==> src/rtl/can_gstat_pkg.sv <==
package can_gstat_pkg;
  typedef enum logic [1:0] {
    PH_FRAME = 2'd0,
    PH_EOF   = 2'd1,
    PH_INTM  = 2'd2,
    PH_IDLE  = 2'd3
  } bus_phase_e;

  typedef enum logic [1:0] {
    MD_RUN   = 2'd0,
    MD_HALT  = 2'd1,
    MD_SLEEP = 2'd2,
    MD_WAKE  = 2'd3
  } mode_e;
endpackage

==> src/rtl/gs_mode_fsm.sv <==
module gs_mode_fsm
  import can_gstat_pkg::*;
#(
  parameter int WAKE_TICKS = 2
) (
  input  logic       clk,
  input  logic       rst,
  input  logic       sw_reset,
  input  logic       halt_req,
  input  logic       sleep_req,
  input  logic       auto_ok,
  input  logic       boff_enter,
  input  logic       boff_exit,
  input  logic       bit_tick,
  input  bus_phase_e phase,
  output logic       hs_flag,
  output logic       halt_enter
);
  localparam int CNT_W = $clog2(WAKE_TICKS + 1);
  localparam logic [CNT_W-1:0] LAST_TICK = CNT_W'(WAKE_TICKS - 1);

  mode_e            state, nxt;
  logic [CNT_W-1:0] cnt, cnt_nxt;
  logic             hold, hold_nxt;
  logic             between_frames;

  assign between_frames = (phase == PH_INTM) || (phase == PH_IDLE);

  always_comb begin
    nxt      = state;
    cnt_nxt  = cnt;
    hold_nxt = hold && !boff_exit;
    unique case (state)
      MD_RUN: begin
        if (boff_enter && auto_ok) begin
          nxt      = MD_HALT;
          hold_nxt = 1'b1;
        end else if (halt_req && between_frames) begin
          nxt = MD_HALT;
        end
      end
      MD_HALT: begin
        if (sleep_req)
          nxt = MD_SLEEP;
        else if (!halt_req && !hold_nxt)
          nxt = MD_RUN;
      end
      MD_SLEEP: begin
        if (!sleep_req) begin
          nxt     = MD_WAKE;
          cnt_nxt = '0;
        end
      end
      MD_WAKE: begin
        if (sleep_req) begin
          nxt = MD_SLEEP;
        end else if (bit_tick) begin
          cnt_nxt = cnt + 1'b1;
          if (cnt == LAST_TICK)
            nxt = (halt_req || hold_nxt) ? MD_HALT : MD_RUN;
        end
      end
      default: nxt = MD_RUN;
    endcase
    if (sw_reset) begin
      nxt      = MD_RUN;
      hold_nxt = 1'b0;
      cnt_nxt  = '0;
    end
  end

  assign halt_enter = (state == MD_RUN) && (nxt == MD_HALT);

  always_ff @(posedge clk) begin
    if (rst) begin
      state   <= MD_RUN;
      cnt     <= '0;
      hold    <= 1'b0;
      hs_flag <= 1'b0;
    end else begin
      state   <= nxt;
      cnt     <= cnt_nxt;
      hold    <= hold_nxt;
      hs_flag <= (nxt != MD_RUN);
    end
  end
endmodule

==> src/rtl/gs_tx_track.sv <==
module gs_tx_track
  import can_gstat_pkg::*;
#(
  parameter int IDX_W    = 3,
  parameter int ACK_IDX  = 6,
  parameter int DONE_IDX = 2
) (
  input  logic             clk,
  input  logic             rst,
  input  logic             sw_reset,
  input  logic             bit_tick,
  input  bus_phase_e       phase,
  input  logic [IDX_W-1:0] bit_idx,
  input  logic             tx_start,
  input  logic             tx_pending,
  input  logic             arb_lost,
  input  logic             rx_event,
  input  logic             boff_enter,
  input  logic             boff_exit,
  input  logic             halt_enter,
  output logic             tx_idle_flag,
  output logic             tx_ack
);
  localparam logic [IDX_W-1:0] ACK_POS  = IDX_W'(ACK_IDX);
  localparam logic [IDX_W-1:0] DONE_POS = IDX_W'(DONE_IDX);

  logic active, active_nxt;
  logic busoff, busoff_nxt;
  logic ack_point, done_point, release_ev;

  assign ack_point  = bit_tick && (phase == PH_EOF)  && (bit_idx == ACK_POS);
  assign done_point = bit_tick && (phase == PH_INTM) && (bit_idx == DONE_POS) && !tx_pending;
  assign release_ev = done_point || arb_lost || rx_event || (phase == PH_IDLE) || halt_enter;

  always_comb begin
    if (sw_reset)        active_nxt = 1'b0;
    else if (tx_start)   active_nxt = 1'b1;
    else if (release_ev) active_nxt = 1'b0;
    else                 active_nxt = active;

    if (sw_reset)        busoff_nxt = 1'b0;
    else if (boff_enter) busoff_nxt = 1'b1;
    else if (boff_exit)  busoff_nxt = 1'b0;
    else                 busoff_nxt = busoff;
  end

  always_ff @(posedge clk) begin
    if (rst) begin
      active       <= 1'b0;
      busoff       <= 1'b0;
      tx_idle_flag <= 1'b1;
      tx_ack       <= 1'b0;
    end else begin
      active       <= active_nxt;
      busoff       <= busoff_nxt;
      tx_idle_flag <= !(active_nxt || busoff_nxt);
      tx_ack       <= ack_point && active && !sw_reset;
    end
  end
endmodule

==> src/rtl/gs_reset_flag.sv <==
module gs_reset_flag (
  input  logic clk,
  input  logic rst,
  input  logic sw_reset,
  input  logic cfg_done,
  output logic in_reset
);
  always_ff @(posedge clk) begin
    if (rst)           in_reset <= 1'b1;
    else if (sw_reset) in_reset <= 1'b1;
    else if (cfg_done) in_reset <= 1'b0;
  end
endmodule

==> src/rtl/can_status_tracker.sv <==
module can_status_tracker
  import can_gstat_pkg::*;
#(
  parameter int IDX_W      = 3,
  parameter int ACK_IDX    = 6,
  parameter int DONE_IDX   = 2,
  parameter int WAKE_TICKS = 2
) (
  input  logic             clk,
  input  logic             rst,
  input  logic             halt_req,
  input  logic             sleep_req,
  input  logic             boff_halt_en_a,
  input  logic             boff_halt_en_b,
  input  logic             sw_reset_req,
  input  logic             cfg_done,
  input  logic             bit_tick,
  input  logic [1:0]       bus_phase,
  input  logic [IDX_W-1:0] bit_idx,
  input  logic             tx_start,
  input  logic             tx_pending,
  input  logic             arb_lost,
  input  logic             rx_event,
  input  logic             boff_enter,
  input  logic             boff_exit,
  output logic             stat_halt_sleep,
  output logic             stat_in_reset,
  output logic             stat_tx_idle,
  output logic             tx_ack_pulse
);
  bus_phase_e phase;
  logic       halt_enter;
  logic       auto_ok;

  assign phase   = bus_phase_e'(bus_phase);
  assign auto_ok = boff_halt_en_a && boff_halt_en_b;

  gs_mode_fsm #(.WAKE_TICKS(WAKE_TICKS)) mode_i (
    .clk        (clk),
    .rst        (rst),
    .sw_reset   (sw_reset_req),
    .halt_req   (halt_req),
    .sleep_req  (sleep_req),
    .auto_ok    (auto_ok),
    .boff_enter (boff_enter),
    .boff_exit  (boff_exit),
    .bit_tick   (bit_tick),
    .phase      (phase),
    .hs_flag    (stat_halt_sleep),
    .halt_enter (halt_enter)
  );

  gs_tx_track #(.IDX_W(IDX_W), .ACK_IDX(ACK_IDX), .DONE_IDX(DONE_IDX)) tx_i (
    .clk          (clk),
    .rst          (rst),
    .sw_reset     (sw_reset_req),
    .bit_tick     (bit_tick),
    .phase        (phase),
    .bit_idx      (bit_idx),
    .tx_start     (tx_start),
    .tx_pending   (tx_pending),
    .arb_lost     (arb_lost),
    .rx_event     (rx_event),
    .boff_enter   (boff_enter),
    .boff_exit    (boff_exit),
    .halt_enter   (halt_enter),
    .tx_idle_flag (stat_tx_idle),
    .tx_ack       (tx_ack_pulse)
  );

  gs_reset_flag rflag_i (
    .clk      (clk),
    .rst      (rst),
    .sw_reset (sw_reset_req),
    .cfg_done (cfg_done),
    .in_reset (stat_in_reset)
  );
endmodule

==> config.mk <==
export PLATFORM = sky130hd
export DESIGN_NAME = can_status_tracker
export DESIGN_NICKNAME = d
export VERILOG_FILES = /design/src/rtl/can_gstat_pkg.sv /design/src/rtl/gs_mode_fsm.sv /design/src/rtl/gs_tx_track.sv /design/src/rtl/gs_reset_flag.sv /design/src/rtl/can_status_tracker.sv
export SDC_FILE = /design/constraint.sdc
export NUM_CORES = 1
export LEC_CHECK = 0
export ABC_AREA = 1
export BUFFER_PORTS_ARGS = -buffer_cell sky130_fd_sc_hd__clkbuf_2
export CORE_AREA = 3 3 40 42
export CTS_BUF_LIST = sky130_fd_sc_hd__clkbuf_4 sky130_fd_sc_hd__clkbuf_8
export DETAILED_ROUTE_END_ITERATION = 8
export DIE_AREA = 0 0 43 45
export PLACE_DENSITY = 0.79
export SETUP_SLACK_MARGIN = 0.1
export SLEW_MARGIN = 20
export SYNTH_ARGS = -nofsm -noshare
export SYNTH_HDL_FRONTEND = slang
export SYNTH_SLANG_ARGS = --single-unit
==> constraint.sdc <==
create_clock -name clk -period 0.9 [get_ports clk]
set_input_delay 0 -clock clk [delete_from_list [all_inputs] [get_ports clk]]
set_output_delay 0 -clock clk [all_outputs]
set_load 0.01 [all_outputs]
# Word level (Yosys, flattened, before mapping)
# Index checks and enable logic that the tools add are counted.
[totals] output_inout_bits=4 inputBits=20 reg_bits=11 elab_cells=77
[classes] addsub=1 reduce_logical=31 n_mux=23 eq_ne=13
[op_table] operator="$mux W2" n=12
[op_table] operator="$logic_and A1 B1 Y1" n=13
[op_table] operator="$mux W1" n=9
[op_table] operator="$eq A2 B1 Y1 const B" n=4
[op_table] operator="$eq A2 B2 Y1 const B" n=4
[op_table] operator="$pmux W2 S4" n=1
[op_table] operator="$logic_or A1 B1 Y1" n=7
[op_table] operator="$logic_not A1 Y1" n=6
[op_table] operator="$ne A2 B2 Y1 const B" n=3
[op_table] operator="$pmux W2 S2" n=1
[op_table] operator="$reduce_and A4 Y1" n=1
[op_table] operator="$reduce_bool A2 Y1" n=2
[op_table] operator="$eq A3 B2 Y1 const B" n=1
[op_table] operator="$eq A3 B3 Y1 const B" n=1
[op_table] operator="$add A2 B1 Y2 const B" n=1
[op_table] operator="$logic_not A2 Y1" n=1
[op_table] operator="$reduce_or A2 Y1" n=1

# Longest topological paths before layout
# Gate-level depths: netlist (run 1).
[depth] depth_word=17 depth_mapped=7 ltp_nobuf=7

# Modules after synthesis
# A second synthesis (run 1) with hierarchy kept.
[hier_totals] cells_unflattened=90 hier_area_um2=568.0
[by_module_without_submodules] mod="gs_mode_fsm" area_each_um2=344.1 instances=1 seq_area_each_um2=120.1 cells_each=57
[by_module_without_submodules] mod="gs_tx_track" area_each_um2=181.4 instances=1 seq_area_each_um2=80.1 cells_each=26
[by_module_without_submodules] mod="gs_reset_flag" area_each_um2=35.0 instances=1 seq_area_each_um2=20.0 cells_each=5
[by_module_without_submodules] mod="can_status_tracker" area_each_um2=7.5 instances=1 seq_area_each_um2=0.0 cells_each=2

# Worst setup path before layout (run 1)
# Ideal clock, no wire load.
[synth_timing] path_type="register -> register" start="reg mode_i.cnt[0]" end="reg mode_i.hs_flag" setup_ns=0.115 arrival_ns=0.820 required_ns=0.785 stages_incl_launch_ff=7 path_slack_ns=-0.035 path_buffers=0 synth_period_minus_slack_ns=0.935 cell_sequence="dfxtp_1 -> ha_1 -> nand3_1 -> nand2_1 -> nand3_1 -> nand3_1 -> nand2_1"
[synth_via] elab_chain_cells=7
[synth_lines] element="start: declaration" line="gs_mode_fsm.sv:23" rtl="logic [CNT_W-1:0] cnt, cnt_nxt;"
[synth_lines] element="start signal: assignment" line="gs_mode_fsm.sv:82" rtl="cnt <= cnt_nxt;"
[synth_lines] element="$eq A2 B1 Y1" line="gs_mode_fsm.sv:59" rtl="if (cnt == LAST_TICK)"
[synth_lines] element="$mux W2" line="gs_mode_fsm.sv:59"
[synth_lines] element="$mux W2" line="gs_mode_fsm.sv:57" rtl="end else if (bit_tick) begin"
[synth_lines] element="$mux W2" line="gs_mode_fsm.sv:55" rtl="if (sleep_req) begin"
[synth_lines] element="$pmux W2 S4" line="gs_mode_fsm.sv:33" rtl="unique case (state)"
[synth_lines] element="$mux W2" line="gs_mode_fsm.sv:65" rtl="if (sw_reset) begin"
[synth_lines] element="$reduce_bool A2 Y1" line="gs_mode_fsm.sv:84" rtl="hs_flag <= (nxt != MD_RUN);"
[synth_lines] element="end signal: assignment" line="gs_mode_fsm.sv:84"
[synth_lines] element="end: declaration" line="gs_mode_fsm.sv:16" rtl="output logic hs_flag,"
# No other way between the ends.
# A chain may end at the register's enable or synchronous reset.

# Worst setup path after layout (run 1)
[layout_timing] start="reg mode_i.state[0]" end="reg tx_i.tx_idle_flag"
[layout_via] elab_chain_cells=13 word_cells_on_any_way=22 classes_between="4 x eq/ne; 13 x mux; 5 x reduce/logical"
[layout_lines] element="start: declaration" line="gs_mode_fsm.sv:22" rtl="mode_e state, nxt;"
[layout_lines] element="start signal: assignment" line="gs_mode_fsm.sv:81" rtl="state <= nxt;"
[layout_lines] element="$mux W2" line="gs_mode_fsm.sv:59"
[layout_lines] element="$mux W2" line="gs_mode_fsm.sv:57"
[layout_lines] element="$mux W2" line="gs_mode_fsm.sv:55"
[layout_lines] element="$pmux W2 S4" line="gs_mode_fsm.sv:33"
[layout_lines] element="$mux W2" line="gs_mode_fsm.sv:65"
[layout_lines] element="$eq A2 B1 Y1" line="gs_mode_fsm.sv:72" rtl="assign halt_enter = (state == MD_RUN) && (nxt == MD_HALT);"
[layout_lines] element="$logic_and A1 B1 Y1 (*)" line="gs_mode_fsm.sv:72"
[layout_lines] element="$logic_or A1 B1 Y1 (*)" line="gs_tx_track.sv:33" rtl="assign release_ev = done_point || arb_lost || rx_event || (phase == PH_IDLE) || halt_enter;"
[layout_lines] element="$mux W1 (*)" line="gs_tx_track.sv:38" rtl="else if (release_ev) active_nxt = 1'b0;"
[layout_lines] element="$mux W1 (*)" line="gs_tx_track.sv:37" rtl="else if (tx_start) active_nxt = 1'b1;"
[layout_lines] element="$mux W1 (*)" line="gs_tx_track.sv:36" rtl="if (sw_reset) active_nxt = 1'b0;"
[layout_lines] element="$logic_or A1 B1 Y1 (*)" line="gs_tx_track.sv:56" rtl="tx_idle_flag <= !(active_nxt || busoff_nxt);"
[layout_lines] element="$logic_not A1 Y1 (*)" line="gs_tx_track.sv:56"
[layout_lines] element="end signal: assignment" line="gs_tx_track.sv:56"
[layout_lines] element="end: declaration" line="gs_tx_track.sv:21" rtl="output logic tx_idle_flag,"
# Every way passes the cells marked *; elsewhere a longest branch is shown, timed or not.

==> results by group, run 1 <==
Placement
  – Setup WS pre-CTS: -0.0875 ns
  – RePlAce Congestion: 0.816
  – HPWL after DPL: 995 um
  – IO Port Bufs: 23

Global route
  – Initial antenna violation count: 0
  – Largest net degree at the start of global routing: 7
  – Vias in the first global route: 563
  – First-pass GRT wire length: 2270 um
  – Remaining global-route overflow: 0
  – All-Layer GR Usage: 16.4%

Setup path
  – CP peak stage delay: 0.36 ns
  – CP dominant cell by count: nand2_1
  – Flop-to-flop setup slack: -0.1 ns
  – Critical-path cell list: inv_2 -> nand2_4 -> nor2_2 -> a21oi_2 -> nand2_1 -> nand2_1 -> o21bai_2
  – Kind of critical path: flip-flop to flip-flop
  – Worst EP arrival: 1.17 ns
  – CP startpoint kind: flip-flop
  – CP Capture Type: flip-flop
  – CP required: 1.07 ns
  – Critical Path Slowest Stage Cell: dfxtp_2
  – Crit-path max FO: 3

Timing
  – Worst Max-Slew Pin Slew: 0.213 ns
  – Fmax: 1000 MHz
  – Endpoints failing hold: 2
  – WHS: -0.0324 ns
  – Total negative slack: -0.317 ns
  – Fin worst setup slack: -0.0994 ns
  – Max-Slew Margin vs Limit: 85.7%
  – RSZ-0062 raised after global routing: true
  – Fin crit period: 0.999 ns
  – Skew final: 0.00481 ns
  – Final setup violation count: 6
  – Period utilisation layout: 111%
  – Final Max Tran Viols: 0

Finish
  – Area delta synth->final: 59.9%
  – Fillcell total: 109
  – Share of cells above drive strength 1: 52.7%
  – Ant diodes: 0
  – Seq. cell area: 228 um2
  – Footprint of the multi-input gates: 302 um2
  – Layout net count: 132

Logic synthesis
  – Ys async rst share: 0%
  – Top-count cell post-synth: nand2_1
  – Synth top area share: 42.3%
  – Top area cells in the synthesized netlist: dfxtp_1 42%, nand2_1 8.7%, inv_1 7.2%
  – Mean area per synthesized cell: 7.13 um2
  – Post-synthesis cell count: 73
  – Netlist cell types: 19
  – Yosys reg bits: 11
  – Top cells by count, synth: 12 x nand2_1, 11 x dfxtp_1, 10 x inv_1, 9 x nor2_1, 7 x nand3_1
  – Yosys warning count: 0
  – Top_reg_cell synth: dfxtp_1
  – Syn Nets: 94
  – Sequential area share after synthesis: 42.3%
  – Dominant cell type by area after synthesis: dfxtp_1
  – Post-synth EDFFs: 0
  – Mapped Area: 520 um2

Route
  – Via-to-Cell Ratio: 4.75
  – Drt pass-1 iters: 4
  – Initial DRC Count: 7
  – Final ANT Viol Nets: 0
  – Wire per inst: 11.4 um
  – DRC: 0
  – WL final: 1430 um
  – Via count: 594

Power and ir drop
  – VDD IR max: 662 uV
  – Power Dens Cells: 1280 nW/um2
  – Leak: 0.406 nW

Clock tree
  – CTS Buffer Depth: 2
  – Clk sink count: 11
  – Worst-path clk slew: 0.07 ns
  – CTS tree: built
  – Hold-fix buffers, CTS: 3
  – H-tree depth: 1
  – Total CTS buffers: 3
  – CTS Root Cell: clkbuf_4
  – Worst skew pair latency: 0.28 ns

Floorplan
  – Die area: 1940 um2
  – Die X: 43 um
  – Die span in y: 45 um
  – Core footprint: 1280 um2
  – Std-Cell Rows: 13
  – Initial Util: 40.5%
  – Ports: 24

Status
  – Status: finished, violations left
  – Failing checks: hold timing, setup timing

Min path
  – Hold Crit Class: primary input to flip-flop

Run
  – Max-cap violations: 0
==> flip-flops by register name, indices dropped and copies added (netlist names) <==
name               count
mode_i.cnt             2
mode_i.state           2
mode_i.hold            1
mode_i.hs_flag         1
rflag_i.in_reset       1
tx_i.active            1
tx_i.busoff            1
tx_i.tx_ack            1
tx_i.tx_idle_flag      1
==> where the power goes <==
| part | switching [mW] | internal [mW] | total [mW] |
|---|---|---|---|
| clock network | 0.179 | 0.202 | 0.381 |
| logic | 0.0908 | 0.0881 | 0.179 |
| registers | 0.00706 | 0.500 | 0.507 |
==> final cells by class <==
| cell class | instances | area share [%] |
|---|---|---|
| Multi-Input combinational cell | 47 | 36.2 |
| Timing Repair Buffer | 33 | 23.8 |
| Tap cell | 15 | 2.26 |
| Clock buffer | 4 | 3.61 |
| Inverter | 15 | 6.77 |
| Sequential cell | 11 | 27.4 |
==> through the flow <==
step	util [%]	power [mW]	cells	instance area, um2	hold slack (ns)
finish	64.8	1.07	125	832	-0.0324
floorplan	-	0.585	73	537	0.0761
global route	64.8	1.12	125	832	-0.0259
detailed placement	55.1	0.673	116	708	0.194
global placement	55.1	0.669	116	708	0.183
CTS	62.8	1.06	125	807	-0.0303
==> cells by family after synthesis <==
kind of cell    after synthesis  share of synthesized area [%]
compound gates               12                           14.7
fa+ha+maj                     1                           2.40
buf+inv                      15                           10.8
flops                        11                           42.3
simple gates                 34                           29.8
==> path summary, 6_finish.rpt <==
kind	start	end	depth (start not counted)
min	boff_enter	tx_i.busoff$_SDFF_PP0_	3
max reg2reg	mode_i.state[0]$_SDFF_PP0_	tx_i.tx_idle_flag$_SDFF_PP1_	7
min reg2reg	rflag_i.in_reset$_SDFFE_PP1P_	rflag_i.in_reset$_SDFFE_PP1P_	2
max	mode_i.state[0]$_SDFF_PP0_	tx_i.tx_idle_flag$_SDFF_PP1_	7
==> repair_timing <==
action | in CTS | in global routing
pin swaps | 6 | 6
resized for setup | 6 | 6
endpoints found under the hold margin | 4 | 2
buffers inserted | 2 | 0
setup endpoints to repair | 8 | 9
==> critical path, delay by kind of cell (launching register included) <==
kind / cells / cell delay, ns
buf+inv: 1 / 0.07
simple gates: 4 / 0.28
flops: 1 / 0.36
compound gates: 2 / 0.17
==> cells in the final DEF (no fill, tap or decap), types with 2 or more instances in the layout <==
cell           synthesis  layout
clkbuf_4               0       4
nand3_2                0       3
inv_1                 10       9
nand3_1                7       4
a21oi_1                4       3
dlygate4sd3_1          0       3
dfxtp_2                0       3
nor2_2                 3       3
buf_4                  0       7
clkbuf_2               0      23
inv_2                  4       5
nor2_1                 9       8
nand2_1               12      12
o21ai_1                3       3
dfxtp_1               11       7
a21oi_2                1       2
==> per-layer routing <==
metal / GRT usage (%) / up-vias / part of all wire, %
met3: 4.38 / 7 / 7.6
met4: 13.3 / 0 / 4.2
li1: - / 304 / -
met2: 26.9 / 27 / 50
met5: 0 / - / 0
met1: 17.7 / 256 / 38
Power figures use the tool's default switching activity.
==> run 2, diff against run 1 <==
- CORE_AREA: 3 3 40 42 -> unset
- CORE_MARGIN: unset -> 3
- CORE_UTILIZATION: unset -> 42
- DIE_AREA: 0 0 43 45 -> unset
- PLACE_DENSITY: 0.79 -> 0.82
- SYNTH_HIERARCHICAL: unset -> 1
==> run 2 against run 1 <==
Compared with the run above: worst setup slack got worse by 0.52 ns; first-iteration DRC count rose to 3.7 times the previous value; total power rose by 5.9%; combinational power rose by 48%; sequential share of layout area fell by 4.5 points; register-to-register slack got worse by 0.52 ns; the flow still finishes with violations (hold timing, setup timing); cell area rose by 22%; hold slack improved by 0.016 ns; sequential power rose by 1%; final cell count rose by 20%; largest power group unchanged; routed wire length rose by 50%; clock skew fell by 0.0027 ns.
==> results by group, run 2 <==
Logic synthesis
  – Largest family of logic cells by synthesized area: simple AND/OR/NAND/NOR gates
  – Mean area per synthesized cell: 6.31 um2 (-11%)
  – Xor-xnor portion of the synthesized cell area: 0% (unchanged)
  – Ys async rst share: 0% (unchanged)
  – Synth Area in Simple Gates: 39.9% (+10 points)
  – Dominant cell type by area after synthesis: dfxtp_1
  – Synth top area share: 38.8% (-3.5 points)
  – Post-synthesis cell count: 90 (+23%)
  – Yosys reg bits: 11 (unchanged)
  – Top area cells in the synthesized netlist: dfxtp_1 39%, nand2_1 18%, inv_1 11%
  – Mapped Area: 568 um2 (+9.1%)
  – Multiplexer share of the synthesized area: 0% (unchanged)
  – Yosys warning count: 6 (+6)
  – Sequential area share after synthesis: 38.8% (-3.5 points)
  – Compound-Gate Fraction of Synth Area: 7.27% (-7.4 points)
  – Top cells by count, synth: 27 x nand2_1, 17 x inv_1, 14 x nor2_1, 11 x dfxtp_1, 6 x nand3_1
  – Netlist cell types: 16 (-3)
  – Syn Nets: 111 (+18%)
  – Adder-cell share of the synthesized area: 2.20% (-0.20 points)
  – Top-count cell post-synth: nand2_1
  – Top_reg_cell synth: dfxtp_1
  – Post-synth EDFFs: 0 (unchanged)

Finish
  – Layout net count: 158 (+20%)
  – Top Registers: mode_i/cnt x2, mode_i/state x2
  – Ant diodes: 0 (unchanged)
  – Footprint of the multi-input gates: 387 um2 (+28%)
  – Final Instance Area: 1010 um2 (+22%)
  – Area delta synth->final: 78.0%
  – Non-filler cells, final: 150 (+20%)
  – Seq. cell area: 231 um2 (+1.6%)
  – Commonest non-fill, non-tap cell in the layout: clkbuf_2
  – Fillcell total: 75 (-31%)
  – Most frequent cells in the layout: 23 x clkbuf_2, 18 x nand2_1, 14 x inv_1, 12 x buf_4, 11 x nor2_1
  – Share of cells above drive strength 1: 54.4% (+1.7 points)

Timing
  – RSZ-0062 raised after global routing: true
  – Worst Max-Slew Pin Slew: 0.273 ns (+0.0599 ns)
  – Final Max Tran Viols: 0 (unchanged)
  – Total negative slack: -1.70 ns (-1.39 ns)
  – Skew final: 0.00206 ns (-0.00275 ns)
  – Fin crit period: 1.52 ns (+0.521 ns)
  – Fin worst setup slack: -0.621 ns (-0.521 ns)
  – Endpoints failing hold: 1 (-1)
  – Period utilisation layout: 169% (+58 points)
  – Max-Slew Margin vs Limit: 81.7% (-3.9 points)
  – WHS: -0.0165 ns (+0.0159 ns)
  – Fmax: 657 MHz (-34%)
  – Final setup violation count: 7 (+1)

Setup path
  – R2R Path Start: mode_i/cnt[1]$_SDFFE_PP0P_
  – CP required: 1.07 ns (about the same)
  – Critical-path cell list: inv_2 -> ha_4 -> nand3_2 -> nand2_2 -> nand2_2 -> nand2_2 -> nor2_2 -> nor2_1 -> nand2_1 -> nor2_1 -> nand2_1 -> nand2_1 -> o21bai_1
  – Flop-to-flop setup slack: -0.62 ns (-0.52 ns)
  – Critical Path Slowest Stage Cell: dfxtp_2
  – R2r worst-path depth: 13 (+6)
  – CP startpoint kind: flip-flop
  – Worst flop-to-flop path endpoint: tx_i/tx_idle_flag$_SDFF_PP1_
  – Worst EP arrival: 1.69 ns (+0.52 ns)
  – CP top delay family: simple AND/OR/NAND/NOR gates
  – Kind of critical path: flip-flop to flip-flop
  – Crit-path max FO: 2 (-1)
  – CP peak stage delay: 0.32 ns (-0.04 ns)
  – CP Capture Type: flip-flop
  – WP buf/inv: 1 (unchanged)

Route
  – Final ANT Viol Nets: 0 (unchanged)
  – Initial DRC Count: 26 (+19)
  – Wire per inst: 14.2 um (+25%)
  – DRC: 0 (unchanged)
  – Via-to-Cell Ratio: 5.15 (+8.3%)
  – Drt pass-1 iters: 4 (unchanged)
  – WL final: 2140 um (+50%)
  – Via count: 772 (+30%)

Global route
  – Vias in the first global route: 731 (+30%)
  – All-Layer GR Usage: 21.3% (+4.9 points)
  – Initial antenna violation count: 0 (unchanged)
  – Largest net degree at the start of global routing: 8 (+1)
  – Remaining global-route overflow: 0 (unchanged)
  – First-pass GRT wire length: 2860 um (+26%)

Min path
  – Min-Delay Startpoint: bit_idx[1]
  – Hold depth: 3 (unchanged)
  – Hold Crit Class: primary input to flip-flop
  – Hold Path End: tx_i/tx_ack$_SDFF_PP0_

Clock tree
  – Worst skew pair latency: 0.28 ns (about the same)
  – CTS tree: built
  – H-tree depth: 1 (unchanged)
  – Total CTS buffers: 3 (unchanged)
  – CTS Buffer Depth: 2 (unchanged)
  – Clk sink count: 11 (unchanged)
  – Worst-path clk slew: 0.07 ns (about the same)
  – CTS Root Cell: clkbuf_4

Placement
  – IO Port Bufs: 23 (unchanged)
  – RePlAce Congestion: 0.869 (+6.4%)
  – Setup WS pre-CTS: -0.393 ns (-0.306 ns)
  – Placed inst area: 808 um2 (+14%)
  – HPWL after DPL: 1160 um (+17%)
  – Placed insts: 138 (+19%)

Status
  – Failing checks: hold timing, setup timing
  – Status: finished, violations left

Power and ir drop
  – Leak: 0.535 nW (+32%)
  – Total power: 1.13 mW (+5.9%)
  – VDD IR max: 853 uV (+29%)
  – Power Dens Cells: 1120 nW/um2 (-13%)

Floorplan
  – Die X: 42.8 um (-0.52%)
  – Die area: 1830 um2 (-5.4%)
  – Ports: 24 (unchanged)
  – Core footprint: 1190 um2 (-7.7%)
  – Die span in y: 42.8 um (-4.9%)
  – Initial Util: 47.9% (+7.4 points)
  – Std-Cell Rows: 12 (-1)

Run
  – Max-cap violations: 0 (unchanged)
## run 2: cell count changes in the layout (fill, tap and decap cells not counted), sizes merged, moves of 2 or more
cell / previous run / this run
buf: 7 / 14
nor2: 12 / 14
a21oi: 5 / 2
inv: 14 / 18
nand2: 13 / 29
o21ai: 5 / 2
## run 2: timing repair
| action | 4_1_cts | 5_1_grt |
|---|---|---|
| setup buffers | 3 | 2 |
| resized for setup | 11 | 21 |
| hold buffers | 5 | 0 |
| setup endpoints to repair | 8 | 10 |
| pin swaps | 4 | 10 |
| hold endpoints to repair | 5 | 0 |
## run 2: layout make-up
| class | count | share of cell area, % |
|---|---|---|
| tap | 14 | 1.73 |
| inverter | 18 | 6.68 |
| timing repair buffer | 42 | 27.7 |
| clock buffer | 3 | 2.23 |
| sequential | 11 | 22.9 |
| clock inverter | 1 | 0.495 |
| multi-input combinational | 61 | 38.2 |
## run 2: logic make-up after synthesis
| group | after synthesis |
|---|---|
| compound gates | 7 |
| fa+ha+maj | 1 |
| buf+inv | 18 |
| simple gates | 53 |
| flops | 11 |
## run 2: worst max-delay path by stage
| stage | depth (start not counted) | end | startpoint |
|---|---|---|---|
| after floorplan | 13 | tx_i/tx_idle_flag$_SDFF_PP1_ | mode_i/cnt[1]$_SDFFE_PP0P_ |
| after global placement | 13 | tx_i/tx_idle_flag$_SDFF_PP1_ | mode_i/cnt[1]$_SDFFE_PP0P_ |
| after detailed placement | 13 | tx_i/tx_idle_flag$_SDFF_PP1_ | mode_i/state[0]$_SDFF_PP0_ |
| after CTS | 12 | tx_i/active$_SDFF_PP0_ | mode_i/cnt[1]$_SDFFE_PP0P_ |
| after global routing | 13 | tx_i/tx_idle_flag$_SDFF_PP1_ | mode_i/cnt[1]$_SDFFE_PP0P_ |
| final | 13 | tx_i/tx_idle_flag$_SDFF_PP1_ | mode_i/cnt[1]$_SDFFE_PP0P_ |
## run 2: metrics by stage
stage | utilization (%) | hold slack, ns
floorplan | - | 0.0751
global placement | 68.1 | 0.182
detailed placement | 68.1 | 0.193
CTS | 79.6 | -0.0252
global route | 85.2 | 0.00724
finish | 85.2 | -0.0165
## run 2: tightest hold or removal path: cells and delay by family
kind / cells / cell delay (ns)
buf+inv: 1 / 0.08
simple gates: 2 / 0.15
## run 2: report_power, final
part / leakage, nW / switching [mW] / internal [mW]
Combinational: 0.424 / 0.135 / 0.130
Clock: 0.0177 / 0.186 / 0.166
Sequential: 0.0927 / 0.0125 / 0.501
## run 2: routing by layer
metal | wire length, um | global-route usage, % | up-vias
li1 | - | - | 368
met1 | 829 | 20.7 | 365
met2 | 1110 | 36.5 | 33
met3 | 154 | 9.75 | 6
met4 | 45 | 11.8 | 0
met5 | 0 | 0 | -
==> run 3, diff against run 2 <==
- CORE_MARGIN: 3 -> 8
- CORE_UTILIZATION: 42 -> 43
- PLACE_DENSITY: 0.82 -> 0.84
- TNS_END_PERCENT: unset -> 50
==> run 3 against run 2 <==
Compared with the run above: the run still ends with hold timing, setup timing left; critical path depth unchanged; cell area increased by 2.5%; utilization decreased by 3.6 points; final cell count increased by 4.7%; global-route usage decreased by 6.3 points; maximum frequency increased by 8.3%; sequential share of layout area decreased by 0.67 points; flip-flop and latch count unchanged; non-clock buffer count increased by 6; worst setup slack improved by 0.12 ns; hold slack got worse by 0.020 ns; clock skew about the same; critical path type unchanged.
==> results by group, run 3 (same netlist as run 2, synthesis figures left out) <==
Status
  – Status: finished, violations left
  – Failing checks: hold timing, setup timing

Floorplan
  – Die area: 2740 um2 (+50%)
  – Die X: 52.3 um (+22%)
  – Die span in y: 52.3 um (+22%)
  – Core footprint: 1270 um2 (+7.0%)
  – Std-Cell Rows: 13 (+1)
  – Ports: 24 (unchanged)
  – Initial Util: 44.8% (-3.1 points)

Finish
  – Share of cells above drive strength 1: 50.7% (-3.7 points)
  – Layout net count: 164 (+3.8%)
  – Area delta synth->final: 82.4%
  – Commonest non-fill, non-tap cell in the layout: clkbuf_2
  – Ant diodes: 0 (unchanged)
  – Fillcell total: 72 (-4.0%)
  – Seq. cell area: 230 um2 (-0.54%)
  – Finished Core Util: 81.7% (-3.6 points)
  – Most frequent cells in the layout: 23 x clkbuf_2, 22 x nand2_1, 18 x buf_4, 15 x inv_1, 12 x nor2_1
  – Footprint of the multi-input gates: 367 um2 (-5.2%)
  – Top Registers: mode_i/cnt x2, mode_i/state x2

Setup path
  – CP startpoint kind: flip-flop
  – Flop-to-flop setup slack: -0.50 ns (+0.12 ns)
  – Kind of critical path: flip-flop to flip-flop
  – CP Capture Type: flip-flop
  – CP required: 1.06 ns (about the same)
  – Worst EP arrival: 1.57 ns (-0.12 ns)
  – Crit-path max FO: 2 (unchanged)

Power and ir drop
  – Clock share of power: 32.4% (+1.3 points)
  – VDD IR max: 620 uV (-27%)
  – Switching power: 319 uW (-4.5%)
  – Flop pwr share: 44.0% (-1.4 points)
  – Power Dens Cells: 1120 nW/um2 (+0.56%)
  – Gate power share: 23.6% (about the same)
  – Int Power: 846 uW (+6.2%)
  – Leak: 0.549 nW (+2.7%)
  – Sw Ratio: 27.4% (-2.2 points)

Route
  – WL final: 2210 um (+3.2%)
  – Via count: 805 (+4.3%)
  – Via-to-Cell Ratio: 5.13 (-0.37%)
  – Initial DRC Count: 30 (+15%)
  – Final ANT Viol Nets: 0 (unchanged)
  – DRC: 0 (unchanged)
  – Drt pass-1 iters: 4 (unchanged)
  – Wire per inst: 14.0 um (-1.4%)

Clock tree
  – CTS Buffer Depth: 2 (unchanged)
  – H-tree depth: 1 (unchanged)
  – Worst-path clk slew: 0.07 ns (about the same)
  – CTS Root Cell: clkbuf_4
  – Clk sink count: 11 (unchanged)
  – Hold-fix buffers, CTS: 5 (unchanged)
  – Worst skew pair latency: 0.27 ns (about the same)
  – Total CTS buffers: 3 (unchanged)
  – CTS tree: built

Timing
  – Skew final: 0.00163 ns (-0.000427 ns)
  – Period utilisation layout: 156% (-13 points)
  – Max-Slew Margin vs Limit: 84.9% (+3.2 points)
  – Fin worst setup slack: -0.505 ns (+0.116 ns)
  – Endpoints failing hold: 1 (unchanged)
  – Fin crit period: 1.40 ns (-0.116 ns)
  – Final Max Tran Viols: 0 (unchanged)
  – Final setup violation count: 8 (+1)
  – Worst Max-Slew Pin Slew: 0.226 ns (-0.0466 ns)
  – Fmax: 712 MHz (+8.3%)
  – RSZ-0062 raised after global routing: true
  – WHS: -0.0369 ns (-0.0204 ns)

Placement
  – RePlAce Congestion: 0.812 (-6.6%)
  – IO Port Bufs: 23 (unchanged)
  – HPWL after DPL: 1300 um (+12%)

Global route
  – All-Layer GR Usage: 14.9% (-6.3 points)
  – Initial antenna violation count: 0 (unchanged)
  – Largest net degree at the start of global routing: 7 (-1)
  – Remaining global-route overflow: 0 (unchanged)
  – First-pass GRT wire length: 3150 um (+10%)
  – Vias in the first global route: 744 (+1.8%)

Run
  – Max-cap violations: 0 (unchanged)

Min path
  – Hold Crit Class: primary input to flip-flop
## run 3: per-layer routing
metal / share of wire, % / GRT usage, % / wire length [um]
met1: 39 / 15.4 / 869
met4: 1.0 / 8.62 / 23
met3: 5.8 / 3.13 / 127
met2: 54 / 26.9 / 1180
met5: 0 / 0 / 0
## run 3: worst paths after layout
kind	startpoint	end	cells past startpoint
max	mode_i/cnt[1]$_SDFFE_PP0P_	tx_i/tx_idle_flag$_SDFF_PP1_	13
min	bit_idx[1]	tx_i/tx_ack$_SDFF_PP0_	3
max reg2reg	mode_i/cnt[1]$_SDFFE_PP0P_	tx_i/tx_idle_flag$_SDFF_PP1_	13
min reg2reg	rflag_i/in_reset$_SDFFE_PP1P_	rflag_i/in_reset$_SDFFE_PP1P_	2
## run 3: final cells by class
| type | instances | area share, % |
|---|---|---|
| Multi-Input combinational cell | 61 | 35.4 |
| Clock buffer | 4 | 2.90 |
| Timing Repair Buffer | 48 | 31.2 |
| Inverter | 18 | 6.52 |
| Tap cell | 15 | 1.81 |
| Sequential cell | 11 | 22.2 |
## run 3: through the flow
stage	instance area, um2	total power, mW	setup slack, ns	TNS [ns]	cells
2_1_floorplan	583	0.605	-0.325	-0.619	90
3_3_place_gp	822	0.715	-0.364	-1.11	142
3_5_place_dp	822	0.721	-0.387	-1.25	142
4_1_cts	935	1.12	-0.408	-1.28	153
5_1_grt	1040	1.21	-0.612	-2.36	157
6_report	1040	1.16	-0.505	-1.80	157
## run 3: worst max-delay path, stage by stage (launching register included)
cell and delay [ns]:
dfxtp_2 0.32, inv_2 0.07, ha_4 0.14, nand3_2 0.09, nand2_2 0.08, nand2_2 0.05
nand2_1 0.06, nor2_1 0.04, nor2_1 0.09, nand2_1 0.07, nor2_1 0.10, nand2_1 0.08
nand2_1 0.06, o21bai_1 0.06
## run 3: power by group through the flow
stage / registers, mW / logic, mW / clock network, mW
floorplan: 0.528 / 0.0778 / 0
global placement: 0.523 / 0.192 / 0
detailed placement: 0.524 / 0.198 / 0
CTS: 0.514 / 0.228 / 0.382
global route: 0.515 / 0.297 / 0.403
finish: 0.513 / 0.275 / 0.378
## run 3: repair_timing
item,CTS,global route
endpoints found under the hold margin,5,1
buffers inserted,3,4
gates resized for setup,7,19
setup endpoints to repair,8,10
pin swaps,4,9
